--- config.mk ---
export PLATFORM = sky130hd
export DESIGN_NAME = lsu_be_lane_unit
export DESIGN_NICKNAME = d
export VERILOG_FILES = /design/src/rtl/lsu_pkg.sv /design/src/rtl/lsu_addr_gen.sv /design/src/rtl/lsu_store_lane.sv /design/src/rtl/lsu_load_extract.sv /design/src/rtl/lsu_be_lane_unit.sv
export SDC_FILE = /design/constraint.sdc
export NUM_CORES = 1
export LEC_CHECK = 0
export BUFFER_PORTS_ARGS = -buffer_cell sky130_fd_sc_hd__buf_2
export CORE_ASPECT_RATIO = 1.5
export CORE_MARGIN = 3
export CORE_UTILIZATION = 43
export DETAILED_ROUTE_END_ITERATION = 16
export HOLD_SLACK_MARGIN = 0.1
export PLACE_DENSITY = 0.83
export SYNTH_ARGS = -nofsm -noshare
export SYNTH_HDL_FRONTEND = slang
export SYNTH_SLANG_ARGS = --single-unit
--- constraint.sdc ---
create_clock -name clk_i -period 3.2 [get_ports clk_i]
set_clock_uncertainty 0.15 [all_clocks]
set_input_delay 0.32 -clock clk_i [delete_from_list [all_inputs] [get_ports clk_i]]
set_output_delay 0.32 -clock clk_i [all_outputs]
set_load 0.005 [all_outputs]
--- src/rtl/lsu_pkg.sv ---
package lsu_pkg;
  typedef enum logic [1:0] {
    SZ_BYTE = 2'b00,
    SZ_HALF = 2'b01,
    SZ_WORD = 2'b10,
    SZ_WRSV = 2'b11
  } lsu_size_e;

  typedef struct packed {
    logic [1:0] size;
    logic       uns;
  } lsu_ld_ctx_t;
endpackage

--- src/rtl/lsu_addr_gen.sv ---
module lsu_addr_gen #(
  parameter int ADDR_W = 32,
  parameter int OFF_W  = 16,
  parameter int NB     = 4,
  localparam int LANE_W = $clog2(NB)
) (
  input  logic                     req_i,
  input  logic [1:0]               size_i,
  input  logic [ADDR_W-1:0]        base_i,
  input  logic [OFF_W-1:0]         offset_i,
  output logic [ADDR_W-LANE_W-1:0] word_addr_o,
  output logic [LANE_W-1:0]        lane_off_o,
  output logic                     misalign_o
);
  import lsu_pkg::*;

  logic [ADDR_W-1:0] ea;
  logic              bad;

  assign ea = base_i + {{(ADDR_W-OFF_W){offset_i[OFF_W-1]}}, offset_i};
  assign word_addr_o = ea[ADDR_W-1:LANE_W];
  assign lane_off_o  = ea[LANE_W-1:0];

  always_comb begin
    unique case (lsu_size_e'(size_i))
      SZ_BYTE: bad = 1'b0;
      SZ_HALF: bad = ea[0];
      default: bad = |ea[LANE_W-1:0];
    endcase
  end

  assign misalign_o = req_i & bad;
endmodule

--- src/rtl/lsu_store_lane.sv ---
module lsu_store_lane #(
  parameter int DATA_W = 32,
  localparam int NB     = DATA_W / 8,
  localparam int LANE_W = $clog2(NB)
) (
  input  logic              en_i,
  input  logic [1:0]        size_i,
  input  logic [LANE_W-1:0] off_i,
  input  logic [DATA_W-1:0] wdata_i,
  output logic [NB-1:0]     be_o,
  output logic [DATA_W-1:0] wdata_o
);
  import lsu_pkg::*;

  logic is_byte, is_half, is_word;
  assign is_byte = lsu_size_e'(size_i) == SZ_BYTE;
  assign is_half = lsu_size_e'(size_i) == SZ_HALF;
  assign is_word = size_i[1];

  // k = byte offset inside the word; big-endian, so it lands at lane NB-1-k
  for (genvar k = 0; k < NB; k++) begin : g_lane
    localparam int BIT_LO = (NB - 1 - k) * 8;
    logic       sel;
    logic [7:0] d;

    always_comb begin
      sel = is_word
          | (is_byte && off_i == LANE_W'(k))
          | (is_half && off_i[LANE_W-1:1] == (LANE_W-1)'(k / 2));
      if (is_word)      d = wdata_i[BIT_LO +: 8];
      else if (is_half) d = ((k % 2) == 0) ? wdata_i[15:8] : wdata_i[7:0];
      else              d = wdata_i[7:0];
    end

    assign be_o[NB-1-k]          = en_i & sel;
    assign wdata_o[BIT_LO +: 8]  = (en_i & sel) ? d : 8'h00;
  end
endmodule

--- src/rtl/lsu_load_extract.sv ---
module lsu_load_extract #(
  parameter int DATA_W = 32,
  localparam int NB     = DATA_W / 8,
  localparam int LANE_W = $clog2(NB)
) (
  input  logic              valid_i,
  input  logic [1:0]        size_i,
  input  logic              uns_i,
  input  logic [LANE_W-1:0] off_i,
  input  logic [DATA_W-1:0] rdata_i,
  output logic [DATA_W-1:0] data_o
);
  import lsu_pkg::*;

  logic [7:0]  lane_b [NB];
  logic [7:0]  byte_v;
  logic [15:0] half_v;
  logic [DATA_W-1:0] ext;

  for (genvar k = 0; k < NB; k++) begin : g_lane
    assign lane_b[k] = rdata_i[(NB-1-k)*8 +: 8];
  end

  always_comb begin
    byte_v = lane_b[off_i];
    half_v = {lane_b[{off_i[LANE_W-1:1], 1'b0}], lane_b[{off_i[LANE_W-1:1], 1'b1}]};
    unique case (lsu_size_e'(size_i))
      SZ_BYTE: ext = {{(DATA_W-8){~uns_i & byte_v[7]}}, byte_v};
      SZ_HALF: ext = {{(DATA_W-16){~uns_i & half_v[15]}}, half_v};
      default: ext = rdata_i;
    endcase
  end

  assign data_o = valid_i ? ext : '0;
endmodule

--- src/rtl/lsu_be_lane_unit.sv ---
module lsu_be_lane_unit #(
  parameter int ADDR_W = 32,
  parameter int OFF_W  = 16,
  parameter int DATA_W = 32,
  localparam int NB     = DATA_W / 8,
  localparam int LANE_W = $clog2(NB)
) (
  input  logic                     clk_i,
  input  logic                     rst_ni,
  input  logic                     req_i,
  input  logic                     we_i,
  input  logic [1:0]               size_i,
  input  logic                     unsigned_i,
  input  logic [ADDR_W-1:0]        base_i,
  input  logic [OFF_W-1:0]         offset_i,
  input  logic [DATA_W-1:0]        wdata_i,
  output logic [ADDR_W-LANE_W-1:0] mem_addr_o,
  output logic [NB-1:0]            mem_be_o,
  output logic [DATA_W-1:0]        mem_wdata_o,
  output logic                     mem_we_o,
  output logic                     mem_re_o,
  input  logic [DATA_W-1:0]        mem_rdata_i,
  output logic [DATA_W-1:0]        ld_data_o,
  output logic                     ld_valid_o,
  output logic                     misalign_o
);
  import lsu_pkg::*;

  logic [LANE_W-1:0] lane_off;
  logic              acc_ok;
  lsu_ld_ctx_t       ctx_q;
  logic [LANE_W-1:0] off_q;
  logic              vld_q;

  lsu_addr_gen #(.ADDR_W(ADDR_W), .OFF_W(OFF_W), .NB(NB)) u_addr (
    .req_i      (req_i),
    .size_i     (size_i),
    .base_i     (base_i),
    .offset_i   (offset_i),
    .word_addr_o(mem_addr_o),
    .lane_off_o (lane_off),
    .misalign_o (misalign_o)
  );

  assign acc_ok   = req_i & ~misalign_o;
  assign mem_we_o = acc_ok & we_i;
  assign mem_re_o = acc_ok & ~we_i;

  lsu_store_lane #(.DATA_W(DATA_W)) u_st (
    .en_i   (acc_ok),
    .size_i (size_i),
    .off_i  (lane_off),
    .wdata_i(wdata_i),
    .be_o   (mem_be_o),
    .wdata_o(mem_wdata_o)
  );

  // load context held for the cycle in which the memory answers
  always_ff @(posedge clk_i or negedge rst_ni) begin
    if (!rst_ni) begin
      vld_q <= 1'b0;
      ctx_q <= '0;
      off_q <= '0;
    end else begin
      vld_q <= mem_re_o;
      if (mem_re_o) begin
        ctx_q <= '{size: size_i, uns: unsigned_i};
        off_q <= lane_off;
      end
    end
  end

  assign ld_valid_o = vld_q;

  lsu_load_extract #(.DATA_W(DATA_W)) u_ld (
    .valid_i(vld_q),
    .size_i (ctx_q.size),
    .uns_i  (ctx_q.uns),
    .off_i  (off_q),
    .rdata_i(mem_rdata_i),
    .data_o (ld_data_o)
  );
endmodule

**After elaboration in Yosys (flattened, before gate mapping)**

Index checks and enable logic that the tools add are counted.

- Register bits: 6
- Logic and storage cells: 68
- Output and inout bits: 102
- Input port bits: 119

- Magnitude comparators: 3
- Equality and inequality tests: 5
- Add/sub/neg operators: 1
- Bitwise gates (word level): 25
- Reduce and logical (&&, ||, !) cells: 10
- Multiplexer cells: 20

Operator list:

| kind | count |
|---|---|
| 8-bit 2-to-1 mux | 14 |
| 32-bit one-hot mux with 2 select lines | 1 |
| 8-bit binary-select mux with 2-bit select | 3 |
| 32-bit adder | 1 |
| 32-bit 2-to-1 mux | 1 |
| 1-bit AND | 10 |
| 3-bit >= comparator (second input constant) | 3 |
| 2-bit NOT with 3-bit output | 3 |
| 1-bit bitwise OR | 8 |
| 2-bit by 1-bit == test with 1-bit output (second input constant) | 3 |
| 1-bit logical AND | 6 |
| 2-bit zero test | 3 |
| 2-bit == test (second input constant) | 2 |
| 1-bit NOT | 4 |
| 1-bit one-hot mux with 2 select lines | 1 |
| 2-bit OR reduction | 1 |

**Logic depth before layout (Yosys ltp)**

- Depth in word-level cells: 8
- Depth in mapped cells: 10
- Depth with buffers taken out: 10

**Cells and area by module**

From an unflattened synthesis, not the netlist that was laid out.

- Cell total of the unflattened synthesis: 458
- Area, all modules: 3534.6 um^2

Modules (own cells, without submodules):

| module | area an instance (um^2) | times used | sequential area each (um^2) | cells an instance |
|---|---|---|---|---|
| lsu_addr_gen | 1764.2 | 1 | 0.0 | 236 |
| lsu_load_extract | 807.0 | 1 | 0.0 | 118 |
| lsu_store_lane | 723.2 | 1 | 0.0 | 90 |
| lsu_be_lane_unit | 240.2 | 1 | 150.1 | 14 |

**Least setup slack after synthesis**

No wires, ideal clock.

- Kind: input port to output port
- Start point: in base_i[0]
- End point: out mem_addr_o[26]
- Stages on the path: 10
- Buffers on the path: 0
- Path slack: 484 ps
- Arrival: 2246 ps
- Data required time: 2730 ps
- Cell sequence: ha_1 inv_1 fa_1 nor2b_4 o2111ai_1 a21oi_2 o41ai_4 a21oi_2 and4b_2 a211oi_1

- Cells in the longest elaborated chain, start to end: 1

RTL lines:

| item | line | text |
|---|---|---|
| from (decl) | lsu_be_lane_unit.sv:14 | `input logic [ADDR_W-1:0] base_i,` |
| 32-bit adder | lsu_addr_gen.sv:20 | `assign ea = base_i + {{(ADDR_W-OFF_W){offset_i[OFF_W-1]}}, offset_i};` |
| to (decl) | lsu_be_lane_unit.sv:17 | `output logic [ADDR_W-LANE_W-1:0] mem_addr_o,` |

Every way passes these cells.

**Final worst setup path**

Same ends and word-level chain as after synthesis.

==> results.sh <==
export IMPL_status="finished clean"
export IMPL_track_usage=0.2737
export IMPL_initial_core_util=0.4516
export IMPL_cts_tree="yes"
export IMPL_synth_common_cells="a21oi_1 (79), nand2_1 (77), nor2_1 (47)"
export IMPL_drt_wirelength_per_cell_um=15.04
export IMPL_detailedRoute_firstPassIterationCount=7
export IMPL_nets=871
export IMPL_async_flop_share=1.000
export IMPL_syn_num_nets=657
export IMPL_finalCritPeriodShare=0.9762
export IMPL_pwr_density_cell_nw_per_um2=284.2
export IMPL_ys_types=59
export IMPL_worst_pin_slew_ns=0.6001
export IMPL_critPathKind="in2out"
export IMPL_die_x_um=76.20
export IMPL_port_buffers=220
export IMPL_area_growth_syn_to_layout_pct=40.04
export IMPL_report_final_slew_viol_count=0
export IMPL_core_um2=7037
export IMPL_rows=37
export IMPL_cp_required_ns=2.73
export IMPL_vias=4548
export IMPL_netlist_area_um2=3178
export IMPL_grt_pass1_vias=4470
export IMPL_syn_avg_cell_area_um2=6.281
export IMPL_grt_overflow=0
export IMPL_synth_top_area_frac=0.1244
export IMPL_hold_viol_final=0
export IMPL_critPathMaxFanout=3
export IMPL_start_kind="input pin"
export IMPL_synth_edf_count=0
export IMPL_dp_hpwl_um=10090
export IMPL_drt_iter0_drc=247
export IMPL_gp_congestion=1.013
export IMPL_slew_headroom=0.6000
export IMPL_viasPerCell=5.580
export IMPL_drive_gt1_frac=0.3579
export IMPL_fmax_mhz=320.1
export IMPL_max_cap_viol_count=0
export IMPL_drc=0
export IMPL_wl_um=12260
export IMPL_clk_path_buf_depth=2
export IMPL_ir_drop_uv=139.6
export IMPL_htreeDepth=1
export IMPL_syn_inst=506
export IMPL_antenna_left=0
export IMPL_insertion_delay_ns=0.22
export IMPL_yosysMostFrequentCell="a21oi_1"
export IMPL_grt_pass1_wl_um=19910
export IMPL_hold_class="in2reg"
export IMPL_ys_seq_elements=6
export IMPL_cts_root_buf="clkbuf_8"
export IMPL_period_minus_slack_ns=3.124
export IMPL_synth_area_top_cells="a21oi_1 (12%), ha_1 (12%), nand2_1 (9.1%), o21ai_0 (6.5%), xnor2_1 (5.8%)"
export IMPL_cp_arrival_ns=2.65
export IMPL_crit_path_end_kind="output port"
export IMPL_hold_ws_ns=0.1524
export IMPL_finalPower_mw=1.265
export IMPL_antenna_found_initial=0
export IMPL_diodes=0
export IMPL_clock_sinks=6
export IMPL_fin_util=0.6325
export IMPL_synth_flop_cell="dfrtp_1"
export IMPL_finalSetupViolCount=0
export IMPL_cts_clk_slew_worst_paths_ns=0.03
export IMPL_synth_seq_area_share=0.04724
export IMPL_yosysTopAreaCell="a21oi_1"
export IMPL_cts_buffers=3
export IMPL_tns_ns=0
export IMPL_die_h_um=111.3
export IMPL_grt_max_degree=32
export IMPL_dieArea_um2=8480
export IMPL_r2r_slack_ns=1.88
export IMPL_ioPinCount=221
export IMPL_leakage_nw=2.562
export IMPL_ys_warn_count=0
-- power by group --
group,leakage (nW),internal [mW],switching (mW),total (mW)
clock network,0.0216,0.0806,0.0307,0.111
logic,2.47,0.451,0.561,1.01
registers,0.0738,0.0932,0.0482,0.141
total,2.56,0.625,0.640,1.26
-- cells in the final DEF (no fill, tap or decap), types with 9 or more instances in the layout --
cell type,n
nor2_1,47
buf_2,220
and2_1,11
o21ai_0,41
inv_1,31
xnor2_1,21
nand2_1,77
ha_1,31
buf_4,12
nor3_1,14
and3_1,12
a21oi_1,79
xor2_1,9
a21o_1,12
mux2i_1,18
-- final timing paths --
| check | cells past startpoint | start | to |
|---|---|---|---|
| min | 3 | unsigned_i | ctx_q[0] |
| max reg2reg | 2 | ctx_q[2] | ctx_q[2] |
| max in group asynchronous | 2 | rst_ni | off_q[0] |
| min in group asynchronous | 2 | rst_ni | off_q[1] |
| min reg2reg | 2 | ctx_q[0] | ctx_q[0] |
| max | 12 | base_i[0] | mem_addr_o[26] |
-- worst max-delay path, cell delays in order --
cell	delay (ns)
buf_2	0.09
ha_1	0.21
inv_1	0.07
fa_2	0.38
nor2b_4	0.15
o2111ai_2	0.14
a21oi_2	0.27
o41ai_4	0.11
a21oi_2	0.23
and4b_2	0.25
a211oi_1	0.25
buf_2	0.17
-- stage by stage --
stage / std cells / area, um^2 / setup WS (ns)
after floorplan: 506 / 3178 / 0.4840
after global placement: 808 / 4368 / 0.08931
final: 815 / 4451 / 0.07627
after CTS: 814 / 4434 / 0.06460
after detailed placement: 808 / 4368 / -0.008175
after global routing: 815 / 4451 / -0.02208
-- state kept, by name, indices dropped and copies added, names as in the netlist --
| register | cells |
|---|---|
| ctx_q | 3 |
| off_q | 2 |
| ld_valid_o | 1 |
-- area by class of cell --
| type | instances | area, um^2 |
|---|---|---|
| Multi-Input combinational cell | 445 | 2820 |
| Fill cell | 654 | 2586 |
| Timing Repair Buffer | 233 | 1201 |
| Sequential cell | 6 | 150.1 |
| Tap cell | 97 | 121.4 |
| Inverter | 31 | 116.4 |
| Clock buffer | 3 | 41.29 |
-- repair_timing --
action / CTS / global route
buffers inserted: 2 / 1
setup endpoints to repair: 1 / 3
hold endpoints to repair: 6 / 0
hold buffers: 1 / 0
pin swaps: 1 / 3
gates resized for setup: 0 / 2
-- cell families after synthesis --
family / count (synthesis) / synth area share
muxes: 21 / 0.06732
xor gates and xnor gates: 30 / 0.08268
adders and majority gates: 32 / 0.1283
DFF: 6 / 0.04724
buffers and inverters: 55 / 0.06810
AOI/OAI and AO/OA: 172 / 0.3299
and+or+nand+nor: 190 / 0.2764
-- routing by layer --
metal	routed length (um)	vias up	GRT usage	part of all wire
met5	0	-	0	0
met4	432	0	0.1306	0.035
met3	1112	37	0.05122	0.091
met2	6244	249	0.5083	0.51
met1	4472	2047	0.2933	0.36
li1	-	2215	-	-
Note: power is estimated with default switching activity, not from simulation.
